==> src/rtl/cfdec_pkg.sv <==
package cfdec_pkg;

  typedef enum logic [1:0] {
    ACC_NONE = 2'd0,
    ACC_REG  = 2'd1,
    ACC_DATA = 2'd2
  } accKindT;

  typedef enum logic [1:0] {
    DM_WORD = 2'd0,
    DM_SEQ  = 2'd1,
    DM_ODD  = 2'd2
  } dataModeT;

  // strobes from control to datapath, valid for the one cycle of an access
  typedef struct packed {
    logic     rd;
    logic     wr;
    accKindT  kind;
    dataModeT mode;
    logic     laneHi;
    logic     loEn;
    logic     hiEn;
    logic [3:0] loOff;
    logic [3:0] hiOff;
  } accStrobeT;

  localparam int OFF_W = 4;
  localparam int NUM_OFF = 1 << OFF_W;

  localparam logic [3:0] OFF_DATA    = 4'h0;
  localparam logic [3:0] OFF_ERRFEAT = 4'h1;
  localparam logic [3:0] OFF_TFBASE  = 4'h2;
  localparam logic [3:0] OFF_STATCMD = 4'h7;
  localparam logic [3:0] OFF_DUPEVEN = 4'h8;
  localparam logic [3:0] OFF_DUPODD  = 4'h9;
  localparam logic [3:0] OFF_DUPERR  = 4'hD;
  localparam logic [3:0] OFF_ALTCTL  = 4'hE;
  localparam logic [3:0] OFF_DRVADR  = 4'hF;

  localparam int TF_REGS = 5;

endpackage

==> src/rtl/cfdecCtrl.sv <==
module cfdecCtrl
  import cfdec_pkg::*;
#(
  parameter int ADDR_W = 11
) (
  input  logic              clk,
  input  logic              rstN,
  input  logic [ADDR_W-1:0] addr,
  input  logic              regN,
  input  logic              ce1N,
  input  logic              ce2N,
  input  logic              oeN,
  input  logic              weN,
  output accStrobeT         acc
);

  localparam int WIN_BIT = ADDR_W - 1;

  logic oePrev, wePrev;

  always_ff @(posedge clk or negedge rstN) begin
    if (!rstN) begin
      oePrev <= 1'b1;
      wePrev <= 1'b1;
    end else begin
      oePrev <= oeN;
      wePrev <= weN;
    end
  end

  logic selected, wordAcc, oddOnly, dataOff;
  logic [OFF_W-1:0] off, effOff, pairBase;

  always_comb begin
    selected = regN && !(ce1N && ce2N);
    wordAcc  = !ce1N && !ce2N;
    oddOnly  = ce1N && !ce2N;
    // window above the register block aliases the data port by parity
    off      = addr[WIN_BIT] ? {3'b100, addr[0]} : addr[OFF_W-1:0];
    effOff   = oddOnly ? (off | 4'd1) : off;
    pairBase = {off[OFF_W-1:1], 1'b0};
    if (wordAcc)
      dataOff = (pairBase == OFF_DATA) || (pairBase == OFF_DUPEVEN);
    else
      dataOff = (effOff == OFF_DATA) || (effOff == OFF_DUPEVEN) ||
                (effOff == OFF_DUPODD);

    acc        = '0;
    acc.rd     = selected && oePrev && !oeN && weN;
    acc.wr     = selected && wePrev && !weN && oeN;
    acc.laneHi = oddOnly;

    if (dataOff) begin
      acc.kind = ACC_DATA;
      if (wordAcc)                  acc.mode = DM_WORD;
      else if (effOff == OFF_DUPODD) acc.mode = DM_ODD;
      else                          acc.mode = DM_SEQ;
    end else begin
      acc.kind = ACC_REG;
      if (wordAcc) begin
        acc.loEn  = 1'b1;
        acc.hiEn  = 1'b1;
        acc.loOff = pairBase;
        acc.hiOff = pairBase | 4'd1;
      end else if (oddOnly) begin
        acc.hiEn  = 1'b1;
        acc.hiOff = effOff;
      end else begin
        acc.loEn  = 1'b1;
        acc.loOff = off;
      end
    end

    if (!acc.rd && !acc.wr) acc.kind = ACC_NONE;
  end

endmodule

==> src/rtl/cfdecPath.sv <==
module cfdecPath
  import cfdec_pkg::*;
#(
  parameter int BUF_BYTES = 512
) (
  input  logic        clk,
  input  logic        rstN,
  input  accStrobeT   acc,
  input  logic [15:0] dataIn,
  input  logic [7:0]  statusIn,
  input  logic [7:0]  errorIn,
  input  logic [7:0]  driveAddrIn,
  output logic [15:0] dataOut,
  output logic [8*TF_REGS-1:0] taskRegs,
  output logic [7:0]  features,
  output logic [7:0]  devCtl,
  output logic [7:0]  cmdCode,
  output logic        cmdValid
);

  localparam int WORDS  = BUF_BYTES / 2;
  localparam int WIDX_W = $clog2(WORDS);
  localparam int BIDX_W = WIDX_W + 1;
  localparam logic [WIDX_W-1:0] LAST_WORD = WIDX_W'(WORDS - 1);

  // ---------------- register file ----------------
  logic [7:0] tfView  [TF_REGS];
  logic [7:0] regView [NUM_OFF];
  logic       regWrEn [NUM_OFF];
  logic [7:0] regWrData [NUM_OFF];

  always_comb begin
    for (int o = 0; o < NUM_OFF; o++) begin
      regWrEn[o]   = 1'b0;
      regWrData[o] = 8'h00;
      if (acc.kind == ACC_REG && acc.wr) begin
        if (acc.loEn && acc.loOff == OFF_W'(o)) begin
          regWrEn[o]   = 1'b1;
          regWrData[o] = dataIn[7:0];
        end else if (acc.hiEn && acc.hiOff == OFF_W'(o)) begin
          regWrEn[o]   = 1'b1;
          regWrData[o] = dataIn[15:8];
        end
      end
    end
  end

  for (genvar g = 0; g < TF_REGS; g++) begin : g_tf
    logic [7:0] r;
    always_ff @(posedge clk or negedge rstN) begin
      if (!rstN)                               r <= 8'h00;
      else if (regWrEn[int'(OFF_TFBASE) + g])  r <= regWrData[int'(OFF_TFBASE) + g];
    end
    assign tfView[g]           = r;
    assign taskRegs[8*g +: 8]  = r;
  end

  always_comb begin
    for (int o = 0; o < NUM_OFF; o++) regView[o] = 8'h00;
    for (int t = 0; t < TF_REGS; t++) regView[int'(OFF_TFBASE) + t] = tfView[t];
    regView[OFF_ERRFEAT] = errorIn;
    regView[OFF_DUPERR]  = errorIn;
    regView[OFF_STATCMD] = statusIn;
    regView[OFF_ALTCTL]  = statusIn;
    regView[OFF_DRVADR]  = driveAddrIn;
  end

  logic cmdWr;
  assign cmdWr = regWrEn[OFF_STATCMD];

  always_ff @(posedge clk or negedge rstN) begin
    if (!rstN) begin
      features <= 8'h00;
      devCtl   <= 8'h00;
      cmdCode  <= 8'h00;
      cmdValid <= 1'b0;
    end else begin
      cmdValid <= cmdWr;
      if (cmdWr)                  cmdCode  <= regWrData[OFF_STATCMD];
      if (regWrEn[OFF_ERRFEAT])   features <= regWrData[OFF_ERRFEAT];
      else if (regWrEn[OFF_DUPERR]) features <= regWrData[OFF_DUPERR];
      if (regWrEn[OFF_ALTCTL])    devCtl   <= regWrData[OFF_ALTCTL];
    end
  end

  // ---------------- sector buffer and pointer ----------------
  logic [7:0] secBuf [BUF_BYTES];
  logic [WIDX_W-1:0] wordIdx;
  logic evenDone, oddDone, bufEnd;

  logic [BIDX_W-1:0] evenAddr, oddAddr;
  logic dataGo, takeEven, takeOdd, nextEven, nextOdd, advance;
  logic [7:0] byteIn, evenWrData, oddWrData, evenRd, oddRd, pickRd;

  always_comb begin
    evenAddr   = {wordIdx, 1'b0};
    oddAddr    = {wordIdx, 1'b1};
    dataGo     = (acc.kind == ACC_DATA) && !bufEnd;
    takeEven   = (acc.mode == DM_WORD) || (acc.mode == DM_SEQ && !evenDone);
    takeOdd    = (acc.mode == DM_WORD) || (acc.mode == DM_ODD) ||
                 (acc.mode == DM_SEQ && evenDone);
    nextEven   = evenDone | takeEven;
    nextOdd    = oddDone | takeOdd;
    advance    = nextEven && nextOdd;
    byteIn     = acc.laneHi ? dataIn[15:8] : dataIn[7:0];
    evenWrData = (acc.mode == DM_WORD) ? dataIn[7:0]  : byteIn;
    oddWrData  = (acc.mode == DM_WORD) ? dataIn[15:8] : byteIn;
    evenRd     = secBuf[evenAddr];
    oddRd      = secBuf[oddAddr];
    pickRd     = takeOdd ? oddRd : evenRd;
  end

  always_ff @(posedge clk or negedge rstN) begin
    if (!rstN) begin
      wordIdx  <= '0;
      evenDone <= 1'b0;
      oddDone  <= 1'b0;
      bufEnd   <= 1'b0;
    end else if (cmdWr) begin
      wordIdx  <= '0;
      evenDone <= 1'b0;
      oddDone  <= 1'b0;
      bufEnd   <= 1'b0;
    end else if (dataGo) begin
      if (advance) begin
        wordIdx  <= wordIdx + 1'b1;
        evenDone <= 1'b0;
        oddDone  <= 1'b0;
        if (wordIdx == LAST_WORD) bufEnd <= 1'b1;
      end else begin
        evenDone <= nextEven;
        oddDone  <= nextOdd;
      end
    end
  end

  always_ff @(posedge clk) begin
    if (dataGo && acc.wr) begin
      if (takeEven) secBuf[evenAddr] <= evenWrData;
      if (takeOdd)  secBuf[oddAddr]  <= oddWrData;
    end
  end

  // ---------------- read return ----------------
  logic [15:0] rdValue;

  always_comb begin
    rdValue = 16'h0000;
    if (acc.kind == ACC_DATA) begin
      if (!bufEnd) begin
        if (acc.mode == DM_WORD) rdValue = {oddRd, evenRd};
        else if (acc.laneHi)     rdValue = {pickRd, 8'h00};
        else                     rdValue = {8'h00, pickRd};
      end
    end else if (acc.kind == ACC_REG) begin
      rdValue = {acc.hiEn ? regView[acc.hiOff] : 8'h00,
                 acc.loEn ? regView[acc.loOff] : 8'h00};
    end
  end

  always_ff @(posedge clk or negedge rstN) begin
    if (!rstN)       dataOut <= 16'h0000;
    else if (acc.rd) dataOut <= rdValue;
  end

endmodule

==> src/rtl/cfTaskDecoder.sv <==
module cfTaskDecoder
  import cfdec_pkg::*;
#(
  parameter int ADDR_W    = 11,
  parameter int BUF_BYTES = 512
) (
  input  logic              clk,
  input  logic              rstN,
  input  logic [ADDR_W-1:0] addr,
  input  logic              regN,
  input  logic              ce1N,
  input  logic              ce2N,
  input  logic              oeN,
  input  logic              weN,
  input  logic [15:0]       dataIn,
  input  logic [7:0]        statusIn,
  input  logic [7:0]        errorIn,
  input  logic [7:0]        driveAddrIn,
  output logic [15:0]       dataOut,
  output logic [39:0]       taskRegs,
  output logic [7:0]        features,
  output logic [7:0]        devCtl,
  output logic [7:0]        cmdCode,
  output logic              cmdValid
);

  accStrobeT acc;

  cfdecCtrl #(.ADDR_W(ADDR_W)) u_ctrl (
    .clk(clk), .rstN(rstN), .addr(addr), .regN(regN),
    .ce1N(ce1N), .ce2N(ce2N), .oeN(oeN), .weN(weN), .acc(acc)
  );

  cfdecPath #(.BUF_BYTES(BUF_BYTES)) u_path (
    .clk(clk), .rstN(rstN), .acc(acc), .dataIn(dataIn),
    .statusIn(statusIn), .errorIn(errorIn), .driveAddrIn(driveAddrIn),
    .dataOut(dataOut), .taskRegs(taskRegs), .features(features),
    .devCtl(devCtl), .cmdCode(cmdCode), .cmdValid(cmdValid)
  );

endmodule

==> config.mk <==
export PLATFORM = sky130hd
export DESIGN_NAME = cfTaskDecoder
export DESIGN_NICKNAME = d
export VERILOG_FILES = /design/src/rtl/cfdec_pkg.sv /design/src/rtl/cfdecCtrl.sv /design/src/rtl/cfdecPath.sv /design/src/rtl/cfTaskDecoder.sv
export SDC_FILE = /design/constraint.sdc
export NUM_CORES = 2
export LEC_CHECK = 0
export BUFFER_PORTS_ARGS = -buffer_cell sky130_fd_sc_hd__buf_4
export CAP_MARGIN = 20
export CORE_MARGIN = 2
export CORE_UTILIZATION = 30
export DETAILED_ROUTE_END_ITERATION = 7
export SLEW_MARGIN = 10
export SYNTH_ARGS = -nofsm -noshare
export SYNTH_HDL_FRONTEND = slang
export SYNTH_HIERARCHICAL = 1
export SYNTH_SLANG_ARGS = --single-unit
==> constraint.sdc <==
create_clock -name clk -period 5.2 [get_ports clk]
set_input_delay 0.78 -clock clk [delete_from_list [all_inputs] [get_ports clk]]
set_output_delay 0.78 -clock clk [all_outputs]
set_load 0.02 [all_outputs]
# Word-level counts from Yosys, hierarchy flattened

Memory sizes are Yosys's and may differ from the RTL's.
Index checks and enable logic that the tools add are counted.

Register bits after elaboration: 94
Bits in writable memories: 4096
Bits of input ports: 58
Output and inout bits: 81
Word-level logic and storage cells: 215
Memories kept: 1

Memory list:

| name          | words | bits a word | rd ports | clocked after Yosys merged registers in | write ports | RTL line        | source |
|---|---|---|---|---|---|---|---|
| u_path.secBuf | 512   | 8           | 2        | 0                                       | 2           | cfdecPath.sv:87 | `logic [7:0] secBuf [BUF_BYTES];` |

Add/sub/neg operators: 1
Order comparisons: 2
Eq/ne operators: 26
Muxes and demuxes: 106
Bitwise operators: 4
Reduce and logical (&&, ||, !) cells: 59

Operator list:

| operator                                                              | number |
|---|---|
| 8-bit two-way mux                                                     | 42 |
| 16-bit two-way mux                                                    | 5 |
| 8-bit binary-select mux with 4-bit select                             | 2 |
| 1-bit two-way mux                                                     | 47 |
| 1-bit logical AND                                                     | 35 |
| 4-bit by 3-bit equality test with 1-bit output, second input constant | 8 |
| 4-bit equality test, second input constant                            | 6 |
| 10-bit two-way mux                                                    | 2 |
| 4-bit by 2-bit equality test with 1-bit output, second input constant | 4 |
| 4-bit two-way mux                                                     | 3 |
| 5-bit >= comparator, second input constant                            | 2 |
| 2-bit two-way mux                                                     | 5 |
| 4-bit NOT with 5-bit output                                           | 2 |
| 1-bit logical NOT                                                     | 9 |
| 8-bit by 1-bit adder with 8-bit output, second input constant         | 1 |
| 4-bit by 1-bit equality test with 1-bit output, second input constant | 2 |
| 8-bit equality test, second input constant                            | 1 |
| 2-bit nonzero test                                                    | 4 |
| 1-bit logical OR                                                      | 6 |
| 2-bit by 1-bit equality test with 1-bit output, second input constant | 2 |
| 2-bit equality test, second input constant                            | 2 |
| 4-bit logical NOT                                                     | 1 |
| 3-bit equality test, second input constant                            | 1 |
| 3-bit logical NOT                                                     | 1 |
| 4 further kinds                                                       | 5 |

# Depth between registers and ports, before layout

Depth in word-level cells: 16
Mapped depth: 15
Depth with buffers taken out: 12

# Cells and area by module

Netlist, hierarchy kept.

By module, submodules not included:

| module    | times used | cells an instance | area each (um^2) | sequential area each (um^2) |
|---|---|---|---|---|
| cfdecPath | 1          | 8110              | 163994.8         | 125300.2 |
| cfdecCtrl | 1          | 35                | 255.2            | 52.6 |

# Worst setup path before layout

OpenSTA, ideal clock, no wires.

Path kind: input-to-reg
From: input addr[10]
To: memory u_path.secBuf[1][4] (netlist: u_path/secBuf[0][12]) (data pin)
Setup time: 0.557 ns
Arrival time: 4.231 ns
Required time: 4.643 ns
Slack: 0.412 ns
Cell stages on the path: 7
Path buffers: 2
Path through: clkbuf_1 > nor2_1 > nor3b_1 > nor2_1 > nor2_1 > clkbuf_1 > mux2_2

RTL lines:

| element     | RTL line           | source |
|---|---|---|
| from (decl) | cfTaskDecoder.sv:9 | `input logic [ADDR_W-1:0] addr,` |
| to (decl)   | cfdecPath.sv:87    |  |

# Worst setup path in the final report

From: register u_path.wordIdx[1]
To: register u_path.dataOut[11]

Longest elaborated chain between the ends: 6

Ends and longest elaborated chain:

| element                | RTL line         | source |
|---|---|---|
| from (decl)            | cfdecPath.sv:88  | `logic [WIDX_W-1:0] wordIdx;` |
| from (signal assigned) | cfdecPath.sv:126 | `wordIdx <= wordIdx + 1'b1;` |
| memory 512 x 8 bit (*) | n/a              |  |
| 8-bit two-way mux      | cfdecPath.sv:110 | `pickRd = takeOdd ? oddRd : evenRd;` |
| 16-bit two-way mux     | cfdecPath.sv:152 | `else if (acc.laneHi) rdValue = {pickRd, 8'h00};` |
| 16-bit two-way mux (*) | cfdecPath.sv:151 | `if (acc.mode == DM_WORD) rdValue = {oddRd, evenRd};` |
| 16-bit two-way mux (*) | cfdecPath.sv:150 | `if (!bufEnd) begin` |
| 16-bit two-way mux (*) | cfdecPath.sv:149 | `if (acc.kind == ACC_DATA) begin` |
| to (signal assigned)   | cfdecPath.sv:163 | `else if (acc.rd) dataOut <= rdValue;` |
| to (decl)              | cfdecPath.sv:13  | `output logic [15:0] dataOut,` |

Mark *: on every way between the ends. The rest lies on a longest branch, timed or not.
A chain may end at the register's enable or synchronous reset.

==> impl_metrics.json <==
{
  "combinationalPowerShare_pct": 20.7,
  "hold_path_startpoint": "dataIn[9]",
  "synth_fp_nets": 8207,
  "die_area_um2": 553000,
  "vdd.ir_drop.worst_v": 0.000364,
  "first_pass_grt_wire_length_um": 625000,
  "clock_tree.buffer_depth": 4,
  "path_category_of_the_worst_min_delay_check": "in2reg",
  "crit_path_start_kind": "register",
  "wl_per_cell_um": 27.4,
  "dp_hpwl_um": 275000,
  "finalCriticalPeriod_ns": 4.60,
  "cts_tree": "built",
  "power.switching_fraction_pct": 26.8,
  "route.detailed.drc": 0,
  "rsz0062_at_grt": "false",
  "worst_path_largest_cell_delay_ns": 0.99,
  "finalHoldViolCount": 0,
  "synth_compound_gate_area_share_pct": 4.09,
  "share_of_final_layout_standard_cells_stronger_than_drive_strength_1_pct": 25.1,
  "critical_path.cell_chain": "buf_4, mux2_2, o22ai_1, nor2_1, a2111oi_1, nand3_1, o22ai_1, or3_1, o22ai_1",
  "clkSlewWorstSetupHoldPaths_ns": 0.07,
  "pwr-share-seq_pct": 43.9,
  "routabilityCongestion": 0.851,
  "syn_area_um2": 164000,
  "run_status": "finished clean",
  "ys_seq_area_share_pct": 76.3,
  "power_w": 0.0860,
  "cts_resized": 0,
  "port_buffers": 132,
  "leak_pwr_nw": 58.5,
  "worst-slew-pin-transition_ns": 1.34,
  "synth_cells": 8145,
  "critPathLaunch": "u_path/wordIdx[1]",
  "tritoncts.num_buffers": 422,
  "num_rows": 271,
  "totalWireLength_um": 443000,
  "setup_viol": 0,
  "root_buffer": "sky130_fd_sc_hd__clkbuf_16",
  "clk-insertion-delay-late_ns": 0.99,
  "cts_hold_buf": 3,
  "worstReg2RegStart": "u_path/wordIdx[1]",
  "ys_ff_latch": 4190,
  "syn_to_final_growth_pct": 15.6,
  "synth-xor-area-share_pct": 0.0373,
  "max_cap_viol_count": 0,
  "crit_family": "compound AO/OA/AOI/OAI gates",
  "critPathKind": "reg2reg",
  "htree_num_levels": 5,
  "drt_pre_antenna_iters": 6,
  "worst-endpoint-required_ns": 6.07,
  "timing.fmax_ghz": 0.217,
  "boundaryPins": 139,
  "grt_overflow_total": 0,
  "synth_top_family_by_area": "multiplexers",
  "min_period_over_period_pct": 88.5,
  "slew-limit-headroom_pct": 10.9,
  "clock_share_of_power_pct": 35.4,
  "crit_buf_inv": 1,
  "yosys_most_used_dff": "sky130_fd_sc_hd__edfxtp_1",
  "cts.sink_count": 4190,
  "grt_start_max_net_pins": 194,
  "grt_pass1_vias": 84500,
  "arrival_ns": 5.47,
  "synth_area_in_adders_pct": 0.0366,
  "ant_nets": 0,
  "timing.final.max_slew_violations": 0,
  "worst_path_max_delay_cell": "sky130_fd_sc_hd__a2111oi_1",
  "yosysWarningCount": 6,
  "filler_cell_count": 49900,
  "power_per_cell_area_nw_per_um2": 453,
  "antenna_found_initial": 18,
  "finish.instance_area_um2": 190000,
  "critical_path.most_common_cell": "sky130_fd_sc_hd__o22ai_1",
  "synth-edff-count": 4096,
  "nets": 8647,
  "power.internal_w": 0.0630,
  "timing.setup.tns_ns": 0,
  "synthesis.area_per_instance_um2": 20.2,
  "initialDrtViolationCount": 10600,
  "fp.dieH_um": 744,
  "fin_worst_skew_ns": 0.0896,
  "start_util_pct": 30.1,
  "vias_per_cell": 5.24,
  "dpl-instance-area_um2": 176000,
  "synth-simple-area-share_pct": 2.85,
  "yosys-mux-area-fraction_pct": 15.0,
  "async_sr_flop_fraction_pct": 2.24,
  "yosys.cell_types.count": 82,
  "grt_use_total_pct": 15.5,
  "floorplan.die.width_um": 744,
  "design.core.area_um2": 545000,
  "crit_fanout": 26,
  "via_total_after_detailed_routing": 84800,
  "switching_power_w": 0.0231,
  "postCtsSetupRepairBufs": 0,
  "crit_path_end_kind": "register"
}
-- tightest hold or removal path: cells and delay by family --
kind | cells | cell delay [ns]
buffers and inverters | 2 | 0.26
AOI/OAI and AO/OA | 1 | 0.12
-- final timing paths --
path	end	slack (ns)	cells past startpoint
min reg2reg	u_path/features[1]	0.50	2
min	u_path/features[1]	0.26	3
max	u_path/dataOut[11]	0.60	9
max in group asynchronous	u_path/cmdCode[2]	3.55	3
min in group asynchronous	u_path/dataOut[13]	0.42	2
max reg2reg	u_path/dataOut[11]	0.60	9
-- power by group through the flow --
stage | registers [W] | clock network, W | logic [W]
after detailed placement | 0.0385 | 0 | 0.0180
final | 0.0378 | 0.0304 | 0.0178
after global routing | 0.0378 | 0.0322 | 0.0188
after global placement | 0.0385 | 0 | 0.0178
after floorplan | 0.0384 | 0 | 0.0124
after CTS | 0.0378 | 0.0309 | 0.0180
-- Yosys cell counts (67+ instances only) --
cell / number / area share, %
sky130_fd_sc_hd__o22ai_1: 132 / 0.50
sky130_fd_sc_hd__buf_2: 171 / 0.52
sky130_fd_sc_hd__nor2_1: 676 / 1.5
sky130_fd_sc_hd__a22o_1: 80 / 0.43
sky130_fd_sc_hd__nand2_1: 108 / 0.25
sky130_fd_sc_hd__mux2_2: 123 / 0.84
sky130_fd_sc_hd__buf_1: 67 / 0.15
sky130_fd_sc_hd__nand3_1: 82 / 0.25
sky130_fd_sc_hd__mux4_2: 889 / 12
sky130_fd_sc_hd__clkbuf_1: 227 / 0.52
sky130_fd_sc_hd__dfrtp_1: 92 / 1.4
sky130_fd_sc_hd__o21ai_0: 148 / 0.45
sky130_fd_sc_hd__edfxtp_1: 4096 / 75
sky130_fd_sc_hd__mux2i_1: 321 / 2.0
sky130_fd_sc_hd__a22oi_1: 297 / 1.4
sky130_fd_sc_hd__a21oi_1: 129 / 0.39
-- area by class of cell --
type,instances,area (um^2),area share (%)
Timing Repair Buffer,556,4770,2.51
Inverter,37,141,0.0745
Tap cell,7234,9050,4.77
Sequential cell,4190,125000,66.0
Multi-Input combinational cell,3378,36600,19.3
Clock buffer,498,11000,5.77
Clock inverter,277,2950,1.55
Antenna cell,9,22.5,0.0119
-- cells in the final DEF (no fill, tap or decap), types with 13 or more instances in the layout --
cell | netlist | layout
sky130_fd_sc_hd__a2111oi_0 | 26 | 19
sky130_fd_sc_hd__a21oi_1 | 129 | 129
sky130_fd_sc_hd__a221oi_1 | 43 | 43
sky130_fd_sc_hd__a22o_1 | 80 | 80
sky130_fd_sc_hd__a22oi_1 | 297 | 297
sky130_fd_sc_hd__a31oi_1 | 13 | 13
sky130_fd_sc_hd__a41oi_1 | 27 | 27
sky130_fd_sc_hd__and3_1 | 29 | 27
sky130_fd_sc_hd__buf_12 | 0 | 47
sky130_fd_sc_hd__buf_4 | 48 | 504
sky130_fd_sc_hd__bufinv_16 | 0 | 50
sky130_fd_sc_hd__clkbuf_1 | 227 | 68
sky130_fd_sc_hd__clkbuf_16 | 0 | 425
sky130_fd_sc_hd__clkinv_1 | 0 | 94
sky130_fd_sc_hd__clkinv_2 | 0 | 71
sky130_fd_sc_hd__clkinvlp_4 | 0 | 22
sky130_fd_sc_hd__dfrtp_1 | 92 | 87
sky130_fd_sc_hd__edfxtp_1 | 4096 | 4096
sky130_fd_sc_hd__inv_1 | 36 | 36
sky130_fd_sc_hd__inv_6 | 0 | 15
sky130_fd_sc_hd__mux2_2 | 123 | 107
sky130_fd_sc_hd__mux2_8 | 0 | 16
sky130_fd_sc_hd__mux2i_1 | 321 | 321
sky130_fd_sc_hd__mux4_2 | 889 | 889
sky130_fd_sc_hd__nand2_1 | 108 | 105
sky130_fd_sc_hd__nand3_1 | 82 | 71
sky130_fd_sc_hd__nand4_1 | 29 | 29
sky130_fd_sc_hd__nor2_1 | 676 | 671
sky130_fd_sc_hd__nor2b_1 | 21 | 17
sky130_fd_sc_hd__nor4_1 | 21 | 21
sky130_fd_sc_hd__o21ai_0 | 148 | 148
sky130_fd_sc_hd__o22ai_1 | 132 | 132
sky130_fd_sc_hd__o31a_1 | 14 | 14
sky130_fd_sc_hd__or3_1 | 17 | 17
-- metrics by stage --
| stage | cells | setup WS (ns) | util (%) | hold WS, ns |
|---|---|---|---|---|
| CTS | 16200 | 0.650 | 34.8 | 0.178 |
| finish | 16200 | 0.596 | 34.8 | 0.262 |
| global route | 16200 | 0.606 | 34.8 | 0.243 |
| global placement | 15400 | 0.319 | 32.3 | 0.488 |
| detailed placement | 15400 | 0.670 | 32.3 | 0.489 |
| floorplan | 8145 | 0.412 | - | 0.482 |
-- state kept, by name (all words and copies together), names as in the netlist --
| name | cells |
|---|---|
| u_path/devCtl | 8 |
| u_path/wordIdx | 8 |
| u_ctrl/oePrev | 1 |
| u_path/bufEnd | 1 |
| u_path/evenDone | 1 |
| u_path/cmdValid | 1 |
| u_path/secBuf | 4096 |
| u_path/oddDone | 1 |
| u_ctrl/wePrev | 1 |
| u_path/cmdCode | 8 |
| u_path/features | 8 |
| u_path/g_tf.r | 40 |
| u_path/dataOut | 16 |
-- kinds of logic (layout without fill, tap and decap cells) --
kind of cell | count (synthesis) | after routing
simple gates | 1065 | 1065
mux | 1333 | 1333
buf+inv | 577 | 1368
fa+ha+maj | 5 | 5
flops | 4190 | 4190
other cells | 0 | 9
compound gates | 968 | 968
xor+xnor | 7 | 7
-- routing by layer --
metal,track usage (%),part of all wire (%)
met1,21.0,40
met2,25.2,48
met3,2.86,8.6
met4,5.00,3.4
met5,0,0.018
(Power assumes the default switching activity.)
